`config.mk`:
```
export PLATFORM = sky130hd
export DESIGN_NAME = cfg_load_seq
export DESIGN_NICKNAME = d
export VERILOG_FILES = /design/src/rtl/cfg_load_pkg.sv /design/src/rtl/cfg_seq_timer.sv /design/src/rtl/cfg_flag_eval.sv /design/src/rtl/cfg_load_seq.sv
export SDC_FILE = /design/constraint.sdc
export NUM_CORES = 1
export LEC_CHECK = 0
export BUFFER_PORTS_ARGS = -buffer_cell sky130_fd_sc_hd__buf_2
export CORE_MARGIN = 10
export CORE_UTILIZATION = 44
export DETAILED_ROUTE_END_ITERATION = 10
export PLACE_DENSITY_LB_ADDON = 0.1
export SLEW_MARGIN = 20
export SYNTH_ARGS = -nofsm -noshare
export SYNTH_HDL_FRONTEND = slang
export SYNTH_SLANG_ARGS = --single-unit
```
`constraint.sdc`:
```
create_clock -name clk -period 2.8 [get_ports clk]
set_clock_uncertainty 0.1 [all_clocks]
set_input_delay 0.14 -clock clk [delete_from_list [all_inputs] [get_ports clk]]
set_output_delay 0.14 -clock clk [all_outputs]
set_load 0.05 [all_outputs]
```
`src/rtl/cfg_load_pkg.sv`:
```
package cfg_load_pkg;

  localparam int unsigned FLAG_W = 32;

  localparam logic [FLAG_W-1:0] FATAL_MASK = 32'h0074_0040;
  localparam logic [FLAG_W-1:0] RXOV_BIT   = 32'h0004_0000;
  localparam logic [FLAG_W-1:0] XERR_MASK  = 32'h0034_0840;
  localparam logic [FLAG_W-1:0] XDONE_BIT  = 32'h0000_2000;
  localparam logic [FLAG_W-1:0] CDONE_BIT  = 32'h0000_0004;

  typedef enum logic [3:0] {
    ST_IDLE, ST_PULSE, ST_WAIT_LOW, ST_RELEASE, ST_WAIT_HIGH, ST_SAMPLE,
    ST_CLASSIFY, ST_FLUSH_CLR, ST_QCHK, ST_XFER_WAIT, ST_XFER_END, ST_CFG_WAIT
  } seq_state_e;

  typedef enum logic [3:0] {
    FC_NONE      = 4'd0,
    FC_INIT_LOW  = 4'd1,
    FC_INIT_HIGH = 4'd2,
    FC_FATAL     = 4'd3,
    FC_RXOV      = 4'd4,
    FC_BUSY      = 4'd5,
    FC_QUEUE     = 4'd6,
    FC_XFER_ERR  = 4'd7,
    FC_XFER_TMO  = 4'd8,
    FC_CFG_TMO   = 4'd9
  } fail_code_e;

  function automatic int unsigned us_to_cycles(int unsigned hz, int unsigned us);
    longint unsigned prod;
    prod = (longint'(hz) * longint'(us)) / 64'd1000000;
    return (prod == 0) ? 32'd1 : 32'(prod);
  endfunction

endpackage

```
`src/rtl/cfg_seq_timer.sv`:
```
module cfg_seq_timer #(
  parameter int unsigned W = 8
) (
  input  logic         clk,
  input  logic         rst,
  input  logic         run,
  input  logic [W-1:0] limit,
  output logic         expired
);

  logic [W-1:0] cnt;

  assign expired = run && (cnt == limit - 1'b1);

  always_ff @(posedge clk) begin
    if (rst || !run) cnt <= '0;
    else if (!expired) cnt <= cnt + 1'b1;
  end

  AST_CNT_BOUND: assert property (@(posedge clk) disable iff (rst)
    run |-> (cnt < limit));

endmodule

```
`src/rtl/cfg_flag_eval.sv`:
```
module cfg_flag_eval
  import cfg_load_pkg::*;
(
  input  logic              clk,
  input  logic              rst,
  input  logic              capture,
  input  logic [FLAG_W-1:0] flags_i,
  output logic              fatal_o,
  output logic              rxov_o,
  output logic              xerr_o,
  output logic              xdone_o,
  output logic              cdone_o
);

  logic [FLAG_W-1:0] snap;

  always_ff @(posedge clk) begin
    if (rst) snap <= '0;
    else if (capture) snap <= flags_i;
  end

  assign fatal_o = |(snap & FATAL_MASK);
  assign rxov_o  = |(snap & RXOV_BIT);
  assign xerr_o  = |(flags_i & XERR_MASK);
  assign xdone_o = |(flags_i & XDONE_BIT);
  assign cdone_o = |(flags_i & CDONE_BIT);

endmodule

```
`src/rtl/cfg_load_seq.sv`:
```
module cfg_load_seq
  import cfg_load_pkg::*;
#(
  parameter int unsigned CLK_HZ       = 250_000_000,
  parameter int unsigned INIT_WAIT_US = 10_000,
  parameter int unsigned XFER_WAIT_US = 4_000_000,
  parameter int unsigned DONE_WAIT_US = 10_000,
  parameter int unsigned CNT_W        = 2
) (
  input  logic              clk,
  input  logic              rst,
  input  logic              start_i,
  input  logic              partial_i,
  input  logic              init_i,
  input  logic [31:0]       flags_i,
  input  logic              q_full_i,
  input  logic              q_empty_i,
  input  logic [CNT_W-1:0]  done_cnt_i,
  input  logic              xfer_ack_i,
  output logic              prog_o,
  output logic              loop_clr_o,
  output logic [31:0]       flag_clr_o,
  output logic              fifo_flush_o,
  output logic              cnt_clr_o,
  output logic              xfer_req_o,
  output logic              fabric_en_o,
  output logic              busy_o,
  output logic              done_o,
  output logic              fail_o,
  output logic [3:0]        fail_code_o
);

  localparam int unsigned INIT_CYC = us_to_cycles(CLK_HZ, INIT_WAIT_US);
  localparam int unsigned XFER_CYC = us_to_cycles(CLK_HZ, XFER_WAIT_US);
  localparam int unsigned DONE_CYC = us_to_cycles(CLK_HZ, DONE_WAIT_US);
  localparam int unsigned MAX_A    = (INIT_CYC > DONE_CYC) ? INIT_CYC : DONE_CYC;
  localparam int unsigned MAX_CYC  = (MAX_A > XFER_CYC) ? MAX_A : XFER_CYC;
  localparam int unsigned TW       = $clog2(MAX_CYC + 1);

  seq_state_e state_q, state_d;
  logic       partial_q;

  logic          tmr_run, tmr_exp;
  logic [TW-1:0] tmr_limit;
  logic          capture, fatal, rxov, xerr, xdone, cdone;

  logic              prog_d, loop_clr_d, flush_d, cnt_clr_d;
  logic [FLAG_W-1:0] flag_clr_d;
  logic              req_set, req_clr, fab_set, fab_clr;
  logic              done_req, fail_req, start_acc;
  fail_code_e        code_d;

  assign tmr_run = (state_q == ST_WAIT_LOW) || (state_q == ST_WAIT_HIGH) ||
                   (state_q == ST_XFER_WAIT) || (state_q == ST_CFG_WAIT);

  always_comb begin
    case (state_q)
      ST_XFER_WAIT: tmr_limit = TW'(XFER_CYC);
      ST_CFG_WAIT:  tmr_limit = TW'(DONE_CYC);
      default:      tmr_limit = TW'(INIT_CYC);
    endcase
  end

  cfg_seq_timer #(.W(TW)) u_timer (
    .clk(clk), .rst(rst), .run(tmr_run), .limit(tmr_limit), .expired(tmr_exp)
  );

  cfg_flag_eval u_flags (
    .clk(clk), .rst(rst), .capture(capture), .flags_i(flags_i),
    .fatal_o(fatal), .rxov_o(rxov), .xerr_o(xerr), .xdone_o(xdone), .cdone_o(cdone)
  );

  always_comb begin
    state_d    = state_q;
    prog_d     = prog_o;
    loop_clr_d = 1'b0;
    flag_clr_d = '0;
    flush_d    = 1'b0;
    cnt_clr_d  = 1'b0;
    req_set    = 1'b0;
    req_clr    = 1'b0;
    fab_set    = 1'b0;
    fab_clr    = 1'b0;
    capture    = 1'b0;
    done_req   = 1'b0;
    fail_req   = 1'b0;
    start_acc  = 1'b0;
    code_d     = FC_NONE;
    case (state_q)
      ST_IDLE: if (start_i) begin
        start_acc  = 1'b1;
        loop_clr_d = 1'b1;
        if (partial_i) state_d = ST_SAMPLE;
        else begin
          fab_clr = 1'b1;
          state_d = ST_PULSE;
        end
      end
      ST_PULSE: begin
        prog_d  = 1'b0;
        state_d = ST_WAIT_LOW;
      end
      ST_WAIT_LOW: begin
        if (!init_i) state_d = ST_RELEASE;
        else if (tmr_exp) begin fail_req = 1'b1; code_d = FC_INIT_LOW; end
      end
      ST_RELEASE: begin
        prog_d  = 1'b1;
        state_d = ST_WAIT_HIGH;
      end
      ST_WAIT_HIGH: begin
        if (init_i) state_d = ST_SAMPLE;
        else if (tmr_exp) begin fail_req = 1'b1; code_d = FC_INIT_HIGH; end
      end
      ST_SAMPLE: begin
        capture    = 1'b1;
        flag_clr_d = '1;
        state_d    = ST_CLASSIFY;
      end
      ST_CLASSIFY: begin
        if (fatal && rxov) begin
          flush_d = 1'b1;
          state_d = ST_FLUSH_CLR;
        end else if (fatal) begin
          fail_req = 1'b1; code_d = FC_FATAL;
        end else state_d = ST_QCHK;
      end
      ST_FLUSH_CLR: begin
        flag_clr_d = '1;
        fail_req   = 1'b1;
        code_d     = FC_RXOV;
      end
      ST_QCHK: begin
        if (q_full_i) begin
          fail_req = 1'b1; code_d = FC_BUSY;
        end else if (!q_empty_i && !xdone) begin
          fail_req = 1'b1; code_d = FC_QUEUE;
        end else begin
          if (!q_empty_i) flag_clr_d = XDONE_BIT;
          cnt_clr_d = |done_cnt_i;
          req_set   = 1'b1;
          state_d   = ST_XFER_WAIT;
        end
      end
      ST_XFER_WAIT: begin
        if (xfer_ack_i) req_clr = 1'b1;
        if (xdone) begin
          flag_clr_d = XDONE_BIT;
          req_clr    = 1'b1;
          state_d    = ST_XFER_END;
        end else if (xerr) begin
          fail_req = 1'b1; code_d = FC_XFER_ERR;
        end else if (tmr_exp) begin
          fail_req = 1'b1; code_d = FC_XFER_TMO;
        end
      end
      ST_XFER_END: state_d = ST_CFG_WAIT;
      ST_CFG_WAIT: begin
        if (cdone) begin
          done_req = 1'b1;
          fab_set  = !partial_q;
          state_d  = ST_IDLE;
        end else if (tmr_exp) begin
          fail_req = 1'b1; code_d = FC_CFG_TMO;
        end
      end
      default: state_d = ST_IDLE;
    endcase
    if (fail_req) begin
      state_d = ST_IDLE;
      prog_d  = 1'b1;
      req_clr = 1'b1;
    end
  end

  always_ff @(posedge clk) begin
    if (rst) begin
      state_q      <= ST_IDLE;
      partial_q    <= 1'b0;
      prog_o       <= 1'b1;
      loop_clr_o   <= 1'b0;
      flag_clr_o   <= '0;
      fifo_flush_o <= 1'b0;
      cnt_clr_o    <= 1'b0;
      xfer_req_o   <= 1'b0;
      fabric_en_o  <= 1'b0;
      busy_o       <= 1'b0;
      done_o       <= 1'b0;
      fail_o       <= 1'b0;
      fail_code_o  <= 4'd0;
    end else begin
      state_q      <= state_d;
      prog_o       <= prog_d;
      loop_clr_o   <= loop_clr_d;
      flag_clr_o   <= flag_clr_d;
      fifo_flush_o <= flush_d;
      cnt_clr_o    <= cnt_clr_d;
      xfer_req_o   <= req_set | (xfer_req_o & ~req_clr);
      busy_o       <= (state_d != ST_IDLE);
      done_o       <= done_req;
      fail_o       <= fail_req;
      if (start_acc) partial_q <= partial_i;
      if (fab_set) fabric_en_o <= 1'b1;
      else if (fab_clr) fabric_en_o <= 1'b0;
      if (fail_req) fail_code_o <= code_d;
      else if (start_acc) fail_code_o <= 4'd0;
    end
  end

  AST_ONE_RESULT: assert property (@(posedge clk) disable iff (rst)
    !(done_o && fail_o));
  AST_START_IGNORED: assert property (@(posedge clk) disable iff (rst)
    (busy_o && start_i) |=> !loop_clr_o);
  AST_PARTIAL_PROG: assert property (@(posedge clk) disable iff (rst)
    (busy_o && partial_q) |-> prog_o);
  AST_FAIL_CODED: assert property (@(posedge clk) disable iff (rst)
    fail_o |-> (fail_code_o != 4'd0 && prog_o));
  AST_FLUSH_THEN_FAIL: assert property (@(posedge clk) disable iff (rst)
    fifo_flush_o |=> (fail_o && flag_clr_o == '1 && fail_code_o == 4'd4));
  AST_REQ_IN_PASS: assert property (@(posedge clk) disable iff (rst)
    xfer_req_o |-> busy_o);
  AST_FABRIC_HOLD: assert property (@(posedge clk) disable iff (rst)
    busy_o |=> ($stable(fabric_en_o) || done_o));

endmodule

```
After elaboration in Yosys (flattened, before gate mapping)
Cells that the tools add are included.
W data, S select, Z words.
{"block": "totals", "regBits": 103, "in_bits": 42, "out_inout_bits": 45, "wordCells": 124}
{"block": "op_classes", "addsub": 2, "eq_ne": 12, "mux": 65, "bitwise": 6, "reduce_logical": 24}
{"op": "$pmux W32 S3", "count": 1}
{"op": "$mux W4", "count": 17}
{"op": "$mux W14", "count": 4}
{"op": "$pmux W4 S12", "count": 1}
{"op": "$mux W1", "count": 31}
{"op": "$add A30 B1 Y30 const B", "count": 1}
{"op": "$eq A30 B30 Y1", "count": 1}
{"op": "$mux W30", "count": 1}
{"op": "$sub A30 B1 Y30 const B", "count": 1}
{"op": "$pmux W4 S7", "count": 1}
{"op": "$eq A4 B3 Y1 const B", "count": 4}
{"op": "$eq A4 B4 Y1 const B", "count": 4}
{"op": "$reduce_or A2 Y1", "count": 5}
{"op": "$reduce_or A5 Y1", "count": 2}
{"op": "$mux W3", "count": 3}
{"op": "$eq A4 B2 Y1 const B", "count": 2}
{"op": "$mux W2", "count": 4}
{"op": "$pmux W1 S7", "count": 1}
{"op": "$reduce_bool A2 Y1", "count": 3}
{"op": "$eq A4 B1 Y1 const B", "count": 1}
{"op": "$logic_not A1 Y1", "count": 4}
{"op": "$logic_not A4 Y1", "count": 1}
{"op": "$logic_or A1 B1 Y1", "count": 4}
{"op": "$not A1 Y1", "count": 4}
{"op": "6 further kinds", "count": 8}

Depth between registers and ports, before layout
{"block": "logic_depth", "word_depth": 13, "depth_mapped": 9, "depth_no_buf": 7}

Hierarchy
A second synthesis with hierarchy kept.
{"block": "unflattened", "hier_cells": 525, "hier_area_um2": 4100.2}
{"mod": "cfg_seq_timer", "n_inst": 1, "cells_each": 335, "area_per_inst_um2": 2549.9, "seq_area_each_um2": 600.6}
{"mod": "cfg_load_seq", "n_inst": 1, "cells_each": 166, "area_per_inst_um2": 1330.0, "seq_area_each_um2": 400.4}
{"mod": "cfg_flag_eval", "n_inst": 1, "cells_each": 24, "area_per_inst_um2": 220.2, "seq_area_each_um2": 100.1}

Worst setup path before layout
OpenSTA, ideal clock, no wires.
{"block": "synth_timing", "path_type": "flip-flop to flip-flop", "start": "register u_timer.cnt[0]", "end": "register fail_code_o[3]", "setup_time_ns": 0.067, "arrival_ns": 1.989, "required_ns": 2.633, "slack_ns": 0.644, "stages_incl_launch_ff": 8, "n_path_buf": 0, "period_less_slack_ns": 2.156, "path_cell_list": "dfxtp_1 -> ha_1 -> nor4bb_1 -> nand4b_1 -> a211oi_4 -> nand2_4 -> or4_4 -> o21ai_2"}
{"block": "synth_via", "elab_chain_len": 7, "elab_cells_between_ends": 17, "classes_between": "eq/ne: 1; mux: 14; reduce/logical: 2"}
{"element": "start, declared", "line": "cfg_seq_timer.sv:11", "text": "logic [W-1:0] cnt;"}
{"element": "start signal, assigned", "line": "cfg_seq_timer.sv:17", "text": "else if (!expired) cnt <= cnt + 1'b1;"}
{"element": "$eq A30 B30 Y1 (*)", "line": "cfg_seq_timer.sv:13", "text": "assign expired = run && (cnt == limit - 1'b1);"}
{"element": "$logic_and A1 B1 Y1 (*)", "line": "cfg_seq_timer.sv:13"}
{"element": "$mux W4 or $mux W1 (tied branches)", "line": "cfg_load_seq.sv:153, cfg_load_seq.sv:105, cfg_load_seq.sv:113"}
{"element": "$mux W4 or $mux W1 (tied branches)", "line": "cfg_load_seq.sv:151", "text": "end else if (xerr) begin"}
{"element": "$mux W4 or $mux W1 (tied branches)", "line": "cfg_load_seq.sv:147", "text": "if (xdone) begin"}
{"element": "$pmux W4 S7 or $pmux W1 S7 (tied branches)", "line": "cfg_load_seq.sv:89", "text": "case (state_q)"}
{"element": "$mux W4 or $reduce_bool A2 Y1 (tied branches)"}
{"element": "end signal, assigned", "line": "cfg_load_seq.sv:205", "text": "if (fail_req) fail_code_o <= code_d;"}
{"element": "end, declared", "line": "cfg_load_seq.sv:30", "text": "output logic [3:0] fail_code_o"}
Mark *: on every way between the ends. The rest lies on a longest branch, timed or not.
A chain may end at the register's enable or synchronous reset.

Worst setup path in the final report
Same ends and word-level chain as after synthesis.

==> impl_metrics.tcl <==
set metrics [dict create \
    post-cts-setup-buffer-count 0 \
    p_sw_uw 905 \
    ys_warn_count 0 \
    slew_violations 0 \
    cts_hold_buf 5 \
    power.leakage_nw 1.27 \
    fin_nets 438 \
    syn_area_sq_um 3020 \
    r2r_setup_slack_ps 360 \
    path_clk_slew_ps 90 \
    cts.repair.resized 0 \
    cp.required_ps 2950 \
    maxCapViolCount 0 \
    grt_start_max_net_pins 32 \
    die_x_microns 103 \
    critical-path-top-delay-family "simple AND/OR/NAND/NOR gates" \
    syn_nets 403 \
    crit_slowest_cell "or4_4" \
    timing.final.crit_share_pct 87.2 \
    post-route-min-period_ps 2440 \
    hold_violations 0 \
    status "finished, final reports clean" \
    nFillCells 655 \
    hpwl_microns 5270 \
    max_freq_mhz 410 \
    io_pins 87 \
    tritoncts "done" \
    avgSynthCellArea_sq_um 8.38 \
    clk_latency_ps 310 \
    ff_latch_area_sq_um 1100 \
    syn_inst 360 \
    portBuffers 62 \
    hp-start "partial_i" \
    ctsLongestPathBuffers 2 \
    rows 30 \
    p_comb_share_pct 38.7 \
    setup-tns-final_ps 0 \
    synthToLayoutAreaGrowth_pct 10.2 \
    ys_types 58 \
    coreArea_sq_um 6720 \
    cts_root_buffer "clkbuf_8" \
    path_class "reg2reg" \
    p_sw_share_pct 41.0 \
    dieArea_sq_um 10600 \
    layout-drive-gt1-share_pct 22.0 \
    seq_area_frac_synth_pct 36.5 \
    antenna_found_initial 0 \
    dr.pass1.iters 4 \
    pre_cts_slack_ps 370 \
    setup_slack_ps 359 \
    timing.critical_path.buf_inv 0 \
    vias 2552 \
    clockPowerShare_pct 20.8 \
    viasPerCell 5.36 \
    cts_buffers 5 \
    grt_overflow 0 \
    hp-class "in2reg" \
    cp_data_arrival_time_ps 2590 \
    drt_iter0_markers 82 \
    path_cells "ha_1 -> nor4bb_1 -> nand4b_1 -> a211oi_4 -> nand2_4 -> or4_4 -> o21ai_2" \
    multiInputGateArea_sq_um 1580 \
    p_per_area_nw_per_um2 664 \
    worst_pin_slew_ps 629 \
    r2r-start "u_timer.cnt[0]" \
    ant_nets 0 \
    grt_setup_unrepaired "false" \
    worstHoldPathCells 3 \
    cts.sink_count 55 \
    avgRoutedWirePerCell_microns 15.2 \
    rr_worst_depth 7 \
    die_y_microns 103 \
    diodes 0 \
    synth_flop_cell "dfxtp_1" \
    cp-start-kind "register" \
    slowest_delay_ps 540 \
    pwr-share-seq_pct 40.5 \
    grt_pass1_vias 2293 \
    path_max_fanout 10 \
    crit-reg2reg-capture "fail_code_o[3]" \
    slew_headroom_pct 58.0 \
    irDropWorstVdd_mv 0.213 \
    htreeDepth 2 \
    power.internal_mw 1.30 \
    postLayoutCellArea_sq_um 3320 \
    worstSetupEndpointType "register" \
    placed_cell_area_sq_um 3180 \
    synth_edf_count 0 \
    ys_seq_elements 55 \
    gp_congestion 0.875 \
    drc 0 \
    initial_core_util_pct 44.9 \
    grt.total_usage_pct 13.6 \
    grt_pass1_wl_microns 11600 \
    worstHoldEndpoint "partial_q" \
    wl_microns 7260 \
    ys_async_sr_fraction_pct 0 \
    final-setup-viol-count 0 \
]
## worst max path at each step
stage	startpoint	to	cells after the start
2_1_floorplan	u_timer.cnt[0]	fail_code_o[3]	7
3_5_place_dp	u_timer.cnt[0]	fail_code_o[3]	7
5_1_grt	state_q[3]	fail_code_o[3]	6
4_1_cts	u_timer.cnt[0]	fail_code_o[3]	7
3_3_place_gp	u_timer.cnt[0]	fail_code_o[3]	7
6_report	u_timer.cnt[0]	fail_code_o[3]	7
## metal layers
layer  vias to the layer above  wire, microns  global-route usage [%]
met1                      1173           3300                    17.3
met3                        12            525                    3.75
li1                       1298              -                       -
met5                         -              0                       0
met4                         0            138                    5.13
met2                        69           3300                    21.5
## power by group through the flow
| stage | Clock, mW | Combinational (mW) | Sequential [mW] |
|---|---|---|---|
| 6_report | 0.460 | 0.854 | 0.894 |
| 2_1_floorplan | 0 | 0.601 | 1.01 |
| 5_1_grt | 0.506 | 0.931 | 0.904 |
| 3_5_place_dp | 0 | 0.851 | 0.912 |
| 3_3_place_gp | 0 | 0.851 | 0.911 |
| 4_1_cts | 0.481 | 0.858 | 0.894 |
## cell type report
class / count / share of cell area [%]
multi-input cells: 249 / 47.4
flip-flops and latches: 55 / 33.1
repair buffers: 74 / 12.4
well taps: 80 / 3.01
clock buffers: 7 / 2.60
inverters: 10 / 1.13
clock inverters: 1 / 0.264
## synth_stat cells, types with 3 or more instances
cell type	n	share of area, %
a2111oi_0	5	1.5
a211oi_1	5	1.2
a21oi_1	13	2.2
a31oi_1	3	0.62
and2_1	5	1.0
and3_1	3	0.62
buf_2	3	0.50
buf_4	31	7.7
clkbuf_1	9	1.1
dfxtp_1	55	36
inv_1	10	1.2
mux2i_1	7	2.3
nand2_1	20	2.5
nand2b_1	7	1.5
nand3_1	12	2.0
nand3b_1	6	1.5
nand4_1	3	0.62
nor2_1	49	6.1
nor2b_1	7	1.5
nor3_1	7	1.2
nor3b_1	3	0.75
nor4_1	4	0.83
nor4b_1	5	1.5
o21ai_0	11	1.8
or2_2	3	0.62
or3_1	6	1.2
or4_1	3	0.75
xnor2_1	18	5.2
xor2_1	8	2.3
## worst reg2reg max path: cells and delay by family, from the launching register on
family                   cells  cell delay, ps
AO/OA/AOI/OAI                2             540
adder cells (fa/ha/maj)      1             180
flip-flops                   1             380
AND/OR/NAND/NOR              4            1180
## registers in the layout, summed over array words and instances, names as in the netlist
name / flops
prog_o: 1
done_o: 1
state_q: 4
busy_o: 1
fabric_en_o: 1
cnt_clr_o: 1
fail_o: 1
fail_code_o: 4
xfer_req_o: 1
u_timer.cnt: 30
fifo_flush_o: 1
partial_q: 1
u_flags.snap: 5
loop_clr_o: 1
flag_clr_o: 2
## through the flow
step / std cells / power [mW] / hold slack, ps / util (%)
2_1_floorplan: 360 / 1.61 / 184 / -
3_3_place_gp: 463 / 1.76 / 287 / 47.3
3_5_place_dp: 463 / 1.76 / 294 / 47.3
4_1_cts: 476 / 2.23 / 2.23 / 49.5
5_1_grt: 476 / 2.34 / 37.0 / 49.5
6_report: 476 / 2.21 / 6.98 / 49.5
## cell usage in the layout (no fill, tap or decap), types with 8 or more instances in the layout
cell type  synthesis  final
inv_1             10     10
xnor2_1           18     18
nand2_1           20     20
nor2_1            49     49
nand3_1           12     12
xor2_1             8      8
buf_2              3     62
a21oi_1           13     13
o21ai_0           11     11
dfxtp_1           55     55
## cells by family (layout without fill, tap and decap cells)
group,after synthesis,count (layout),synth area share [%]
xor+xnor,26,26,7.55
mux,7,7,2.32
fa+ha+maj,1,1,0.415
simple gates,158,158,29.0
compound gates,57,57,13.0
buf+inv,56,92,11.2
flops,55,55,36.5
(Power assumes the default switching activity.)
